[config.mk]
export PLATFORM = sky130hd
export DESIGN_NAME = usb_evt_flag_bank
export DESIGN_NICKNAME = d
export VERILOG_FILES = /design/src/rtl/usb_evt_pkg.sv /design/src/rtl/usb_evt_ctrl.sv /design/src/rtl/usb_evt_dpath.sv /design/src/rtl/usb_evt_flag_bank.sv
export SDC_FILE = /design/constraint.sdc
export NUM_CORES = 1
export LEC_CHECK = 0
export BUFFER_PORTS_ARGS = -buffer_cell sky130_fd_sc_hd__buf_4
export CAP_MARGIN = 10
export CORE_MARGIN = 2
export CORE_UTILIZATION = 35
export CTS_CLUSTER_DIAMETER = 120
export DETAILED_ROUTE_END_ITERATION = 7
export PLACE_DENSITY = 0.66
export SETUP_SLACK_MARGIN = 0.4
export SYNTH_ARGS = -nofsm -noshare
export SYNTH_HDL_FRONTEND = slang
export SYNTH_SLANG_ARGS = --single-unit
export TNS_END_PERCENT = 1
[constraint.sdc]
create_clock -name clk -period 0.8 [get_ports clk]
set_input_delay 0.08 -clock clk [delete_from_list [all_inputs] [get_ports clk]]
set_output_delay 0.08 -clock clk [all_outputs]
set_load 0.02 [all_outputs]
[src/rtl/usb_evt_pkg.sv]
package usb_evt_pkg;

  localparam int BYTE_W = 8;

  // Status and clear bit positions (fixed layout that software decodes)
  localparam int POS_RX0 = 0;
  localparam int POS_TX0 = 1;
  localparam int POS_RSM = 2;
  localparam int POS_TX1 = 3;
  localparam int POS_TX2 = 5;
  localparam int POS_BRST = 6;
  localparam int POS_EOP = 7;

  localparam logic [BYTE_W-1:0] IMPL_MASK = 8'hEF;
  localparam logic [BYTE_W-1:0] ENAB_MASK = 8'h0B;

  typedef enum logic [1:0] {
    RD_ZERO   = 2'd0,
    RD_STATUS = 2'd1,
    RD_ENABLE = 2'd2
  } rdSel_t;

  typedef struct packed {
    logic              clrWr;
    logic              enWr;
    logic [BYTE_W-1:0] wrData;
    rdSel_t            rdSel;
  } ctrlStrobe_t;

endpackage

[src/rtl/usb_evt_ctrl.sv]
module usb_evt_ctrl
  import usb_evt_pkg::*;
#(
  parameter int ADDR_W = 2,
  parameter int OFS_STATUS = 0,
  parameter int OFS_CLEAR = 1,
  parameter int OFS_ENABLE = 2
) (
  input  logic              clk,
  input  logic              rstN,
  input  logic [ADDR_W-1:0] busAddr,
  input  logic              busWrEn,
  input  logic [BYTE_W-1:0] busWrData,
  output ctrlStrobe_t       strobe
);

  localparam logic [ADDR_W-1:0] A_STATUS = ADDR_W'(OFS_STATUS);
  localparam logic [ADDR_W-1:0] A_CLEAR = ADDR_W'(OFS_CLEAR);
  localparam logic [ADDR_W-1:0] A_ENABLE = ADDR_W'(OFS_ENABLE);

  logic hitStatus, hitClear, hitEnable;

  always_comb begin
    hitStatus = (busAddr == A_STATUS);
    hitClear = (busAddr == A_CLEAR);
    hitEnable = (busAddr == A_ENABLE);
  end

  always_comb begin
    strobe = '0;
    strobe.wrData = busWrData;
    strobe.clrWr = busWrEn && hitClear;
    strobe.enWr = busWrEn && hitEnable;
    if (hitStatus) strobe.rdSel = RD_STATUS;
    else if (hitEnable) strobe.rdSel = RD_ENABLE;
    else strobe.rdSel = RD_ZERO;
  end


  status_wr_ignored_chk: assert property (@(posedge clk) disable iff (!rstN)
    (busWrEn && hitStatus) |-> !(strobe.clrWr || strobe.enWr));


  strobe_excl_chk: assert property (@(posedge clk) disable iff (!rstN)
    $onehot0({strobe.clrWr, strobe.enWr}));

endmodule

[src/rtl/usb_evt_dpath.sv]
module usb_evt_dpath
  import usb_evt_pkg::*;
#(
  parameter logic [3:0] FIXED_EN = 4'hF
) (
  input  logic              clk,
  input  logic              rstN,
  input  ctrlStrobe_t       strobe,
  input  logic [BYTE_W-1:0] evtVec,
  output logic [BYTE_W-1:0] rdData,
  output logic              irqReq
);

  logic [BYTE_W-1:0] flagQ;
  logic [BYTE_W-1:0] enQ;
  logic [BYTE_W-1:0] clrMask;
  logic [BYTE_W-1:0] fixedVec;
  logic [BYTE_W-1:0] effEn;
  logic              pending;
  logic              irqQ;

  always_comb begin
    clrMask = strobe.clrWr ? strobe.wrData : '0;
    fixedVec = '0;
    fixedVec[POS_EOP] = FIXED_EN[3];
    fixedVec[POS_BRST] = FIXED_EN[2];
    fixedVec[POS_TX2] = FIXED_EN[1];
    fixedVec[POS_RSM] = FIXED_EN[0];
    effEn = (enQ & ENAB_MASK) | fixedVec;
    pending = |(flagQ & effEn);
  end

  for (genvar i = 0; i < BYTE_W; i++) begin : gFlag
    if (IMPL_MASK[i]) begin : gImpl
      logic cellQ;
      always_ff @(posedge clk) begin
        if (!rstN) cellQ <= 1'b0;
        else cellQ <= (cellQ && !clrMask[i]) || evtVec[i];
      end
      assign flagQ[i] = cellQ;


      flag_hold_chk: assert property (@(posedge clk) disable iff (!rstN)
        (cellQ && !clrMask[i]) |=> cellQ);

      evt_wins_chk: assert property (@(posedge clk) disable iff (!rstN)
        evtVec[i] |=> cellQ);

      flag_clear_chk: assert property (@(posedge clk) disable iff (!rstN)
        (clrMask[i] && !evtVec[i]) |=> !cellQ);
    end else begin : gNone
      assign flagQ[i] = 1'b0;
    end
  end

  always_ff @(posedge clk) begin
    if (!rstN) enQ <= '0;
    else if (strobe.enWr) enQ <= strobe.wrData & ENAB_MASK;
  end

  always_ff @(posedge clk) begin
    if (!rstN) irqQ <= 1'b0;
    else irqQ <= pending;
  end

  assign irqReq = irqQ;

  always_comb begin
    case (strobe.rdSel)
      RD_STATUS: rdData = flagQ;
      RD_ENABLE: rdData = enQ & ENAB_MASK;
      default:   rdData = '0;
    endcase
  end


  irq_rise_chk: assert property (@(posedge clk) disable iff (!rstN)
    pending |=> irqReq);

  irq_fall_chk: assert property (@(posedge clk) disable iff (!rstN)
    !pending |=> !irqReq);

endmodule

[src/rtl/usb_evt_flag_bank.sv]
module usb_evt_flag_bank
  import usb_evt_pkg::*;
#(
  parameter int ADDR_W = 2,
  parameter logic [3:0] FIXED_EN = 4'hF
) (
  input  logic              clk,
  input  logic              rstN,
  input  logic [ADDR_W-1:0] busAddr,
  input  logic              busWrEn,
  input  logic [7:0]        busWrData,
  output logic [7:0]        busRdData,
  input  logic              evtPktEnd,
  input  logic              evtBusRst,
  input  logic              evtResume,
  input  logic              evtTx0Done,
  input  logic              evtTx1Done,
  input  logic              evtTx2Done,
  input  logic              evtRx0Done,
  output logic              irqReq
);

  ctrlStrobe_t       strobe;
  logic [BYTE_W-1:0] evtVec;

  always_comb begin
    evtVec = '0;
    evtVec[POS_EOP] = evtPktEnd;
    evtVec[POS_BRST] = evtBusRst;
    evtVec[POS_TX2] = evtTx2Done;
    evtVec[POS_TX1] = evtTx1Done;
    evtVec[POS_RSM] = evtResume;
    evtVec[POS_TX0] = evtTx0Done;
    evtVec[POS_RX0] = evtRx0Done;
  end

  usb_evt_ctrl #(
    .ADDR_W(ADDR_W)
  ) u_ctrl (
    .clk(clk),
    .rstN(rstN),
    .busAddr(busAddr),
    .busWrEn(busWrEn),
    .busWrData(busWrData),
    .strobe(strobe)
  );

  usb_evt_dpath #(
    .FIXED_EN(FIXED_EN)
  ) u_dpath (
    .clk(clk),
    .rstN(rstN),
    .strobe(strobe),
    .evtVec(evtVec),
    .rdData(busRdData),
    .irqReq(irqReq)
  );

endmodule

### Yosys cells after proc, flatten, opt, wreduce, memory -nomap -nowiden

Index checks and enable logic that the tools add are counted.
Widths: inputs -> output; s select.

| word-level totals | value |
|---|---|
| register bits after elaboration | 11 |
| output and inout port bits | 9 |
| input port bits | 20 |
| word-level logic and storage cells | 43 |

| cells by class | value |
|---|---|
| multiplexer cells | 4 |
| bitwise operators | 1 |
| reductions and logical operators | 25 |
| eq/ne operators | 4 |

Operators with widths:

| operator | count |
|---|---|
| $pmux 8 s2 | 1 |
| $logic_and 1x1->1 | 9 |
| $and 8x8->8 | 1 |
| $mux 8 | 1 |
| $reduce_or 8->1 | 1 |
| $logic_not 1->1 | 7 |
| $logic_or 1x1->1 | 7 |
| $eq 2x1->1 const B | 2 |
| $eq 2x2->1 const B | 2 |
| $mux 2 | 2 |
| $logic_not 2->1 | 1 |

### Longest topological paths before layout

Gate-level depths: netlist (run 1).

| depth | value |
|---|---|
| depth in word-level cells | 6 |
| mapped depth | 4 |
| gate-level depth less buffers | 3 |

### Cells and area by module

From an unflattened synthesis (run 1), not the netlist that was laid out.

| second synthesis, totals | value |
|---|---|
| cells, all modules | 65 |
| area, all modules | 609.3 um^2 |

Modules (own cells, without submodules):

| module | cells each | area an instance (um^2) | instances | seq. area each (um^2) |
|---|---|---|---|---|
| usb_evt_dpath | 51 | 505.5 | 1 | 220.2 |
| usb_evt_ctrl | 13 | 100.1 | 1 | 0.0 |
| usb_evt_flag_bank | 1 | 3.8 | 1 | 0.0 |

### Least setup slack after synthesis (run 1)

OpenSTA, ideal clock, no wires.

| timing | value |
|---|---|
| path kind | register to register |
| start | register u_dpath.gFlag[1].gImpl.cellQ |
| end | register u_dpath.irqQ (netlist: u_dpath.irqReq) |
| cell stages (with the launch flop) | 3 |
| path buffers | 0 |
| clock period less this slack | 0.813 ns |
| arrival time | 0.683 ns |
| path slack | -0.013 ns |
| required time | 0.670 ns |
| library setup time | 0.130 ns |
| cells stage by stage | dfxtp_1 > a222oi_1 > a21boi_1 |

| between the ends | value |
|---|---|
| cells in the longest elaborated chain, start to end | 2 |

RTL lines:

| item | RTL line | text |
|---|---|---|
| start, declared | usb_evt_dpath.sv:35 | `logic cellQ;` |
| start signal, assigned | usb_evt_dpath.sv:38 | `else cellQ <= (cellQ && !clrMask[i]) \|\| evtVec[i];` |
| $and 8x8->8 | usb_evt_dpath.sv:30 | `pending = \|(flagQ & effEn);` |
| $reduce_or 8->1 | usb_evt_dpath.sv:30 |  |
| end signal, assigned | usb_evt_dpath.sv:63 | `else irqQ <= pending;` |
| end, declared | usb_evt_dpath.sv:20 | `logic irqQ;` |

Every way passes these cells.
A chain may end at the register's enable or synchronous reset.

### Worst setup path in the final report (run 1)

| timing | value |
|---|---|
| start | register u_dpath.gFlag[1].gImpl.cellQ |
| end | output busRdData[1] |

| between the ends | value |
|---|---|
| cells in the longest elaborated chain, start to end | 1 |

RTL lines:

| item | RTL line | text |
|---|---|---|
| $pmux 8 s2 | usb_evt_dpath.sv:69 | `case (strobe.rdSel)` |
| end, declared | usb_evt_flag_bank.sv:12 | `output logic [7:0] busRdData,` |

Every way passes these cells.

==> reports/metrics.csv, run 1 <==
stage,metric,value,unit
status,outcome,finished with violations,
status,failing checks,"negative hold slack, negative setup slack",
synthesis,post-synthesis net count,79,
critical_path,FF-to-FF Start,u_dpath.gFlag[1].gImpl.cellQ$_SDFF_PN0_,
timing,RSZ-0062 raised after global routing,true,
critical_path,critical path launch point type,flop,
clocking,H-Tree Depth,1,
synthesis,fraction of registers with async set/reset,0,
placed_design,Post-Place Cells,103,
route,drt first-iter violations,7,
timing,Setup-failing EPs final,8,
die,Die H,42.6,um
finish,Non-Filler Instances,107,
placed_design,Post-DP HPWL,924,um
critical_path,RR Endpoint,u_dpath.irqReq$_SDFF_PN0_,
critical_path,critical path capture point type,output pin,
grt,GRT Residual Overflow,0,
grt,largest net degree at the start of global routing,12,
grt,vias in the first global route,449,
timing,Fmax achieved,883,MHz
die,Die Wd,42.6,um
finish,n_diodes,0,
route,vias per inst,4.96,
power_and_ir_drop,Final Total Pwr,0.00128,W
timing,Period minus WS final,1.13,ns
placed_design,IO Port Bufs,26,
power_and_ir_drop,Max IR drop VDD,0.00114,V
critical_path,CP Depth,4,
critical_path,CP arrival,1.05,ns
clocking,Post-CTS Setup Bufs,0,
critical_path,"Top cell by count, worst path",buf_4,
timing,fin worst setup slack,-0.333,ns
finish,layout cells sized above 1,0.576,
die,Initial Utilization,0.386,
critical_path,critical-path maximum fanout,2,
synthesis,largest cells by area after synthesis,"dfxtp_1 42%, mux2i_1 12%, a31oi_1 8.4%",
worst_hold_path,min-delay src,busWrData[7],
timing,setup TNS,-1.50,ns
finish,Synth-to-Final Area Change,60.0,%
placed_design,Final GP Congestion,0.744,
critical_path,CP peak stage delay,0.31,ns
timing,Final Max Slew Viols,0,
synthesis,synth unique cells,17,
clocking,clock latency on the worst-skew pair,0.27,ns
clocking,CTS tree,done,
critical_path,cell family with most CP delay,flip-flops,
die,die area,1820,um^2
synthesis,"flops & latches, synth",11,
power_and_ir_drop,Net Sw Power,0.000340,W
die,FP Rows,13,
synthesis,sequential share of the synthesized area,0.422,
timing,final hold vios,6,
clocking,CTS root buf,clkbuf_4,
power_and_ir_drop,clock share of power,0.300,
clocking,TritonCTS sink count,11,
clocking,clock-pin slew on the worst setup and hold paths,0.07,ns
critical_path,CP Cell Sequence,buf_4 -> mux2i_1 -> nor2_1 -> buf_4,
clocking,total CTS buffers,3,
route,routed wire length,1.28,mm
die,Core Region,1350,um^2
synthesis,Synth Warn #,0,
grt,first-pass GRT wire length,1.92,mm
synthesis,Post-Synthesis Cells,59,
synthesis,Syn Area/Cell,8.84,um^2
critical_path,R2R depth,2,
route,routed vias,531,
worst_hold_path,Hold EP,u_dpath.gFlag[7].gImpl.cellQ$_SDFF_PN0_,
synthesis,post-synth top area share,0.422,
timing,hold_ws,-0.0235,ns
power_and_ir_drop,sequential power share,0.482,
finish,final-layout fill cell count,120,
critical_path,"slowest stage cell, crit path",dfxtp_1,
grt,GRT Total Usage,0.148,
route,DRT Pass-1 Iters,4,
timing,crit share post-route,1.42,
timing,Worst Skew,0.00139,ns
route,DRC errors left,0,
worst_hold_path,path type of the worst min-delay path,in2reg,
run,Max Cap Viol,0,
finish,final instance area,835,um^2
clocking,Bufs on Longest Clock Path,2,
route,DRT antenna net count,0,
synthesis,Synth top cells by count,"11 x dfxtp_1, 7 x a31oi_1, 7 x inv_1, 7 x o21ai_0, 6 x mux2i_1",
die,# IOs,29,
critical_path,R2R setup slack,-0.08,ns
power_and_ir_drop,Gate power share,0.217,
power_and_ir_drop,Cell Pwr Density,1530,nW/um^2
finish,NumNets Final,113,
grt,initial antenna violation count,0,
route,DR WL/cell,12.0,um
critical_path,required time worst endpoint,0.72,ns
power_and_ir_drop,switch share,0.266,
worst_hold_path,Hold Crit Depth,2,
power_and_ir_drop,Internal,0.000939,W
critical_path,crit path kind,reg2out,
synthesis,dominant cell type by area after synthesis,dfxtp_1,
critical_path,Worst Path Buf+Inv,2,
placed_design,Post-DP Area,758,um^2
synthesis,most common cell in the synthesized netlist,dfxtp_1,
synthesis,Synth Flop Type,dfxtp_1,
synthesis,Mapped Area,522,um^2
power_and_ir_drop,Lkg Pwr,0.433,nW
synthesis,Post-synth EDFFs,0,
## cell type report
class / instances / area, um^2 / share of cell area
Timing Repair Buffer: 33 / 270 / 0.324
Multi-Input combinational cell: 37 / 259 / 0.310
Sequential cell: 11 / 233 / 0.279
Inverter: 7 / 26.3 / 0.0315
Clock buffer: 3 / 22.5 / 0.0270
Tap cell: 15 / 18.8 / 0.0225
Clock inverter: 1 / 5.00 / 0.00600
## cells in the final DEF (no fill, tap or decap)
| cell type | netlist | final |
|---|---|---|
| nor2_1 | 4 | 4 |
| nand3b_2 | 1 | 1 |
| o21ai_0 | 7 | 4 |
| nor4_1 | 1 | 1 |
| buf_4 | 2 | 27 |
| and2_4 | 0 | 4 |
| buf_6 | 1 | 6 |
| dfxtp_2 | 0 | 10 |
| and3b_1 | 1 | 1 |
| o21ai_1 | 0 | 2 |
| conb_1 | 1 | 1 |
| clkinv_2 | 0 | 1 |
| o21ai_2 | 0 | 1 |
| a21boi_1 | 1 | 1 |
| clkbuf_4 | 0 | 3 |
| nor2b_1 | 3 | 3 |
| mux2i_1 | 6 | 6 |
| a222oi_1 | 1 | 1 |
| a31oi_1 | 7 | 7 |
| dfxtp_1 | 11 | 1 |
| inv_1 | 7 | 7 |
## cell families (layout without fill, tap and decap cells)
group           count (synthesis)  after routing  share of synthesized area
compound gates                 16             16                      0.185
other cells                     1              1                    0.00719
flops                          11             11                      0.422
mux                             6              6                      0.115
simple gates                   14             14                      0.163
buf+inv                        11             44                      0.108
## sequential cells by signal, summed over array words and instances (netlist names)
register and cells:
u_dpath.gFlag.gImpl.cellQ 7, u_dpath.enQ 3, u_dpath.irqReq 1
## metrics by stage
step / util / hold slack (ns) / worst slack, ns
global placement: 0.562 / 0.261 / -0.0404
global route: 0.618 / -0.0614 / -0.407
floorplan: - / 0.180 / -0.0130
finish: 0.618 / -0.0235 / -0.333
CTS: 0.609 / -0.0314 / -0.343
detailed placement: 0.562 / 0.268 / -0.0696
## power by group through the flow
stage | Clock, W | Sequential, W | Combinational [W]
2_1_floorplan | 0 | 0.000619 | 0.000116
3_3_place_gp | 0 | 0.000618 | 0.000252
3_5_place_dp | 0 | 0.000619 | 0.000256
4_1_cts | 0.000390 | 0.000613 | 0.000272
5_1_grt | 0.000456 | 0.000621 | 0.000300
6_report | 0.000384 | 0.000617 | 0.000278
## layer usage
layer  GRT usage  share of wire
met1       0.161           0.40
met2       0.228           0.53
met3      0.0690          0.053
met4      0.0938          0.015
met5           0              0
## worst max-delay path by stage
stage | start | endpoint | slack, ns
finish | u_dpath.gFlag[1].gImpl.cellQ$_SDFF_PN0_ | busRdData[1] | -0.33
floorplan | u_dpath.gFlag[1].gImpl.cellQ$_SDFF_PN0_ | u_dpath.irqReq$_SDFF_PN0_ | -0.01
CTS | u_dpath.gFlag[1].gImpl.cellQ$_SDFF_PN0_ | busRdData[1] | -0.34
global placement | u_dpath.gFlag[1].gImpl.cellQ$_SDFF_PN0_ | u_dpath.irqReq$_SDFF_PN0_ | -0.04
detailed placement | u_dpath.enQ[1]$_SDFFE_PN0P_ | u_dpath.irqReq$_SDFF_PN0_ | -0.07
global route | u_dpath.gFlag[1].gImpl.cellQ$_SDFF_PN0_ | busRdData[1] | -0.41
## repair_timing
action,4_1_cts,5_1_grt
pin swaps,2,0
endpoints found under the setup margin,19,19
hold endpoints to repair,6,6
gates cloned,0,0
resized for setup,18,6
(Power assumes the default switching activity.)
==> inputs of run 2 (changes only) <==
--- a/config.mk
+++ b/config.mk
@@ -5,13 +5,14 @@
 export SDC_FILE = /design/constraint.sdc
 export NUM_CORES = 1
 export LEC_CHECK = 0
+export ABC_AREA = 1
 export BUFFER_PORTS_ARGS = -buffer_cell sky130_fd_sc_hd__buf_4
 export CAP_MARGIN = 10
 export CORE_MARGIN = 2
 export CORE_UTILIZATION = 35
 export CTS_CLUSTER_DIAMETER = 120
 export DETAILED_ROUTE_END_ITERATION = 7
-export PLACE_DENSITY = 0.66
+export PLACE_DENSITY = 0.65
 export SETUP_SLACK_MARGIN = 0.4
 export SYNTH_ARGS = -nofsm -noshare
 export SYNTH_HDL_FRONTEND = slang
==> reports/metrics.csv, run 2 <==
stage,metric,value,unit,change
power_and_ir_drop,Max IR drop VDD,0.00120,V,was 0.00114 V
die,Core Region,1520,um^2,was 1350 um^2
grt,GR Util met1,0.190,,was 0.161
die,Die H,44.5,um,was 42.6 um
grt,met2 usage,0.316,,was 0.228
critical_path,critical-path maximum fanout,3,,was 2
timing,final hold vios,0,,was 6
die,Die Wd,44.5,um,was 42.6 um
clocking,total CTS buffers,3,,unchanged
power_and_ir_drop,clock share of power,0.284,,was 0.300
synthesis,most common cell in the synthesized netlist,nand2_1,,was dfxtp_1
grt,GRT Residual Overflow,0,,unchanged
power_and_ir_drop,Internal,0.000940,W,was 0.000939 W
critical_path,critical path capture point type,output pin,,unchanged
timing,setup TNS,-1.12,ns,was -1.50 ns
clocking,CTS root buf,clkbuf_4,,unchanged
timing,Setup-failing EPs final,7,,was 8
route,vias per inst,4.67,,was 4.96
synthesis,Post-synth EDFFs,0,,unchanged
clocking,CTS tree,done,,unchanged
synthesis,Syn Area/Cell,6.66,um^2,was 8.84 um^2
critical_path,crit path kind,reg2out,,unchanged
synthesis,fraction of registers with async set/reset,0,,unchanged
timing,fin worst setup slack,-0.214,ns,was -0.333 ns
finish,max reg flops,7,,unchanged
power_and_ir_drop,sequential power share,0.461,,was 0.482
clocking,H-Tree Depth,1,,unchanged
clocking,hold_buf cts,0,,
timing,Period minus WS final,1.01,ns,was 1.13 ns
die,FP Rows,14,,was 13
route,drt first-iter violations,4,,was 7
route,DRC errors left,0,,unchanged
synthesis,"flops & latches, synth",11,,unchanged
route,routed vias,616,,was 531
critical_path,required time worst endpoint,0.72,ns,about the same
clocking,clock-pin slew on the worst setup and hold paths,0.08,ns,was 0.07 ns
route,routed wire length,1.49,mm,was 1.28 mm
run,Max Cap Viol,0,,unchanged
synthesis,dominant cell type by area after synthesis,dfxtp_1,,unchanged
grt,first-pass GRT wire length,2.55,mm,was 1.92 mm
clocking,Post-CTS Setup Bufs,0,,unchanged
die,Initial Utilization,0.376,,was 0.386
synthesis,Synth Warn #,0,,unchanged
die,die area,1980,um^2,was 1820 um^2
placed_design,Final GP Congestion,0.778,,was 0.744
worst_hold_path,path type of the worst min-delay path,in2reg,,unchanged
timing,Final Max Slew Viols,0,,unchanged
placed_design,Post-DP HPWL,1.10,mm,was 924 um
timing,Fmax achieved,986,MHz,was 883 MHz
placed_design,IO Port Bufs,26,,unchanged
grt,GRT Total Usage,0.177,,was 0.148
finish,n_diodes,0,,unchanged
critical_path,critical path launch point type,flop,,unchanged
clocking,clock latency on the worst-skew pair,0.27,ns,about the same
finish,Synth-to-Final Area Change,66.8,%,was 60.0%
finish,Layout Utilization,0.627,,was 0.618
route,DRT Pass-1 Iters,4,,unchanged
timing,crit share post-route,1.27,,was 1.42
finish,"commonest cells after routing, fill and taps aside","22 x buf_4, 14 x nand2_1, 11 x dfxtp_2",,"was 27 x buf_4, 10 x dfxtp_2, 7 x inv_1, 7 x a31oi_1"
timing,RSZ-0062 raised after global routing,true,,unchanged
synthesis,synth unique cells,14,,was 17
clocking,TritonCTS sink count,11,,unchanged
power_and_ir_drop,Gate power share,0.255,,was 0.217
finish,"commonest non-fill, non-tap cell in the layout",buf_4,,unchanged
route,DR WL/cell,11.3,um,was 12.0 um
grt,largest net degree at the start of global routing,9,,was 12
power_and_ir_drop,Lkg Pwr,0.465,nW,was 0.433 nW
synthesis,largest cells by area after synthesis,"dfxtp_1 38%, nand2_1 12%, inv_1 9.8%",,"was dfxtp_1 42%, mux2i_1 12%, a31oi_1 8.4%"
synthesis,Synth Flop Type,dfxtp_1,,unchanged
clocking,Bufs on Longest Clock Path,2,,unchanged
synthesis,Mapped Area,573,um^2,was 522 um^2
finish,Top reg by flops,u_dpath.gFlag.gImpl.cellQ,,unchanged
grt,met3 usage,0.0694,,was 0.0690
critical_path,CP arrival,0.93,ns,was 1.05 ns
synthesis,sequential share of the synthesized area,0.384,,was 0.422
synthesis,post-synthesis net count,106,,was 79
finish,NumNets Final,137,,was 113
power_and_ir_drop,Net Sw Power,0.000405,W,was 0.000340 W
status,failing checks,negative setup slack,,"was negative hold slack, negative setup slack"
grt,busiest grt layer,met2,,unchanged
route,DRT antenna net count,0,,unchanged
power_and_ir_drop,Cell Pwr Density,1410,nW/um^2,was 1530 nW/um^2
status,outcome,finished with violations,,unchanged
grt,vias in the first global route,620,,was 449
power_and_ir_drop,switch share,0.301,,was 0.266
grt,initial antenna violation count,0,,unchanged
synthesis,post-synth top area share,0.384,,was 0.422
die,# IOs,29,,unchanged
finish,layout cells sized above 1,0.595,,was 0.576
timing,Worst Skew,0.0104,ns,was 0.00139 ns
synthesis,Post-Synthesis Cells,86,,was 59
synthesis,Synth top cells by count,"18 x nand2_1, 15 x inv_1, 12 x nor2_1, 11 x dfxtp_1, 8 x nand4_1",,"was 11 x dfxtp_1, 7 x a31oi_1, 7 x inv_1, 7 x o21ai_0, 6 x mux2i_1"
[run 2: layout make-up]
cell class	instances	area, um^2
clock buffers	3	22.5
clock inverters	1	5.00
fillers	144	568
inverters	17	66.3
multi-input cells	54	353
flip-flops and latches	11	234
well taps	16	20.0
repair buffers	30	255
[run 2: logic make-up (layout without fill, tap and decap cells)]
| kind of cell | after synthesis | in the layout | share of synthesized area |
|---|---|---|---|
| other | 1 | 1 | 0.00654 |
| AOI/OAI and AO/OA | 10 | 10 | 0.0873 |
| buffers and inverters | 21 | 51 | 0.172 |
| and+or+nand+nor | 43 | 43 | 0.349 |
| DFF | 11 | 11 | 0.384 |
[run 2: metrics by stage]
stage	cells	instance area (um^2)	total power, W	hold WS (ns)	setup slack, ns
6_report	132	956	0.00135	0.0336	-0.214
4_1_cts	132	951	0.00136	0.0255	-0.215
2_1_floorplan	86	654	0.000813	0.200	0.115
3_5_place_dp	128	865	0.000943	0.323	0.00728
5_1_grt	132	956	0.00143	0.0430	-0.254
3_3_place_gp	128	865	0.000938	0.315	0.00746
[run 2: worst max-delay path: stages, from the launching register on]
cell	delay, ns
dfxtp_2	0.36
nand3_2	0.10
o21ai_4	0.07
buf_6	0.13
[run 2: final timing paths]
check	slack, ns	to	cells after the start	startpoint
setup / recovery	-0.21	busRdData[3]	3	u_dpath.gFlag[3].gImpl.cellQ$_SDFF_PN0_
hold reg to reg	0.46	u_dpath.gFlag[2].gImpl.cellQ$_SDFF_PN0_	2	u_dpath.gFlag[2].gImpl.cellQ$_SDFF_PN0_
setup reg to reg	0.03	u_dpath.irqReq$_SDFF_PN0_	4	u_dpath.gFlag[5].gImpl.cellQ$_SDFF_PN0_
hold / removal	0.03	u_dpath.gFlag[3].gImpl.cellQ$_SDFF_PN0_	3	evtTx1Done
[run 2: power groups by stage]
stage                     logic, W  clock network, W  registers [W]
after CTS                 0.000343          0.000393       0.000620
final                     0.000343          0.000382       0.000620
after floorplan           0.000191                 0       0.000622
after global routing      0.000377          0.000425       0.000626
after detailed placement  0.000322                 0       0.000621
after global placement    0.000319                 0       0.000620
[run 2: what timing repair did]
action | in CTS | in global routing
pin swaps | 26 | 14
gates resized for setup | 25 | 2
endpoints found under the setup margin | 19 | 19
[run 2: routing by layer]
layer | part of all wire | vias up
li1 | - | 329
met2 | 0.50 | 16
met3 | 0.056 | 2
met4 | 0.0074 | 0
met1 | 0.43 | 269
met5 | 0 | -
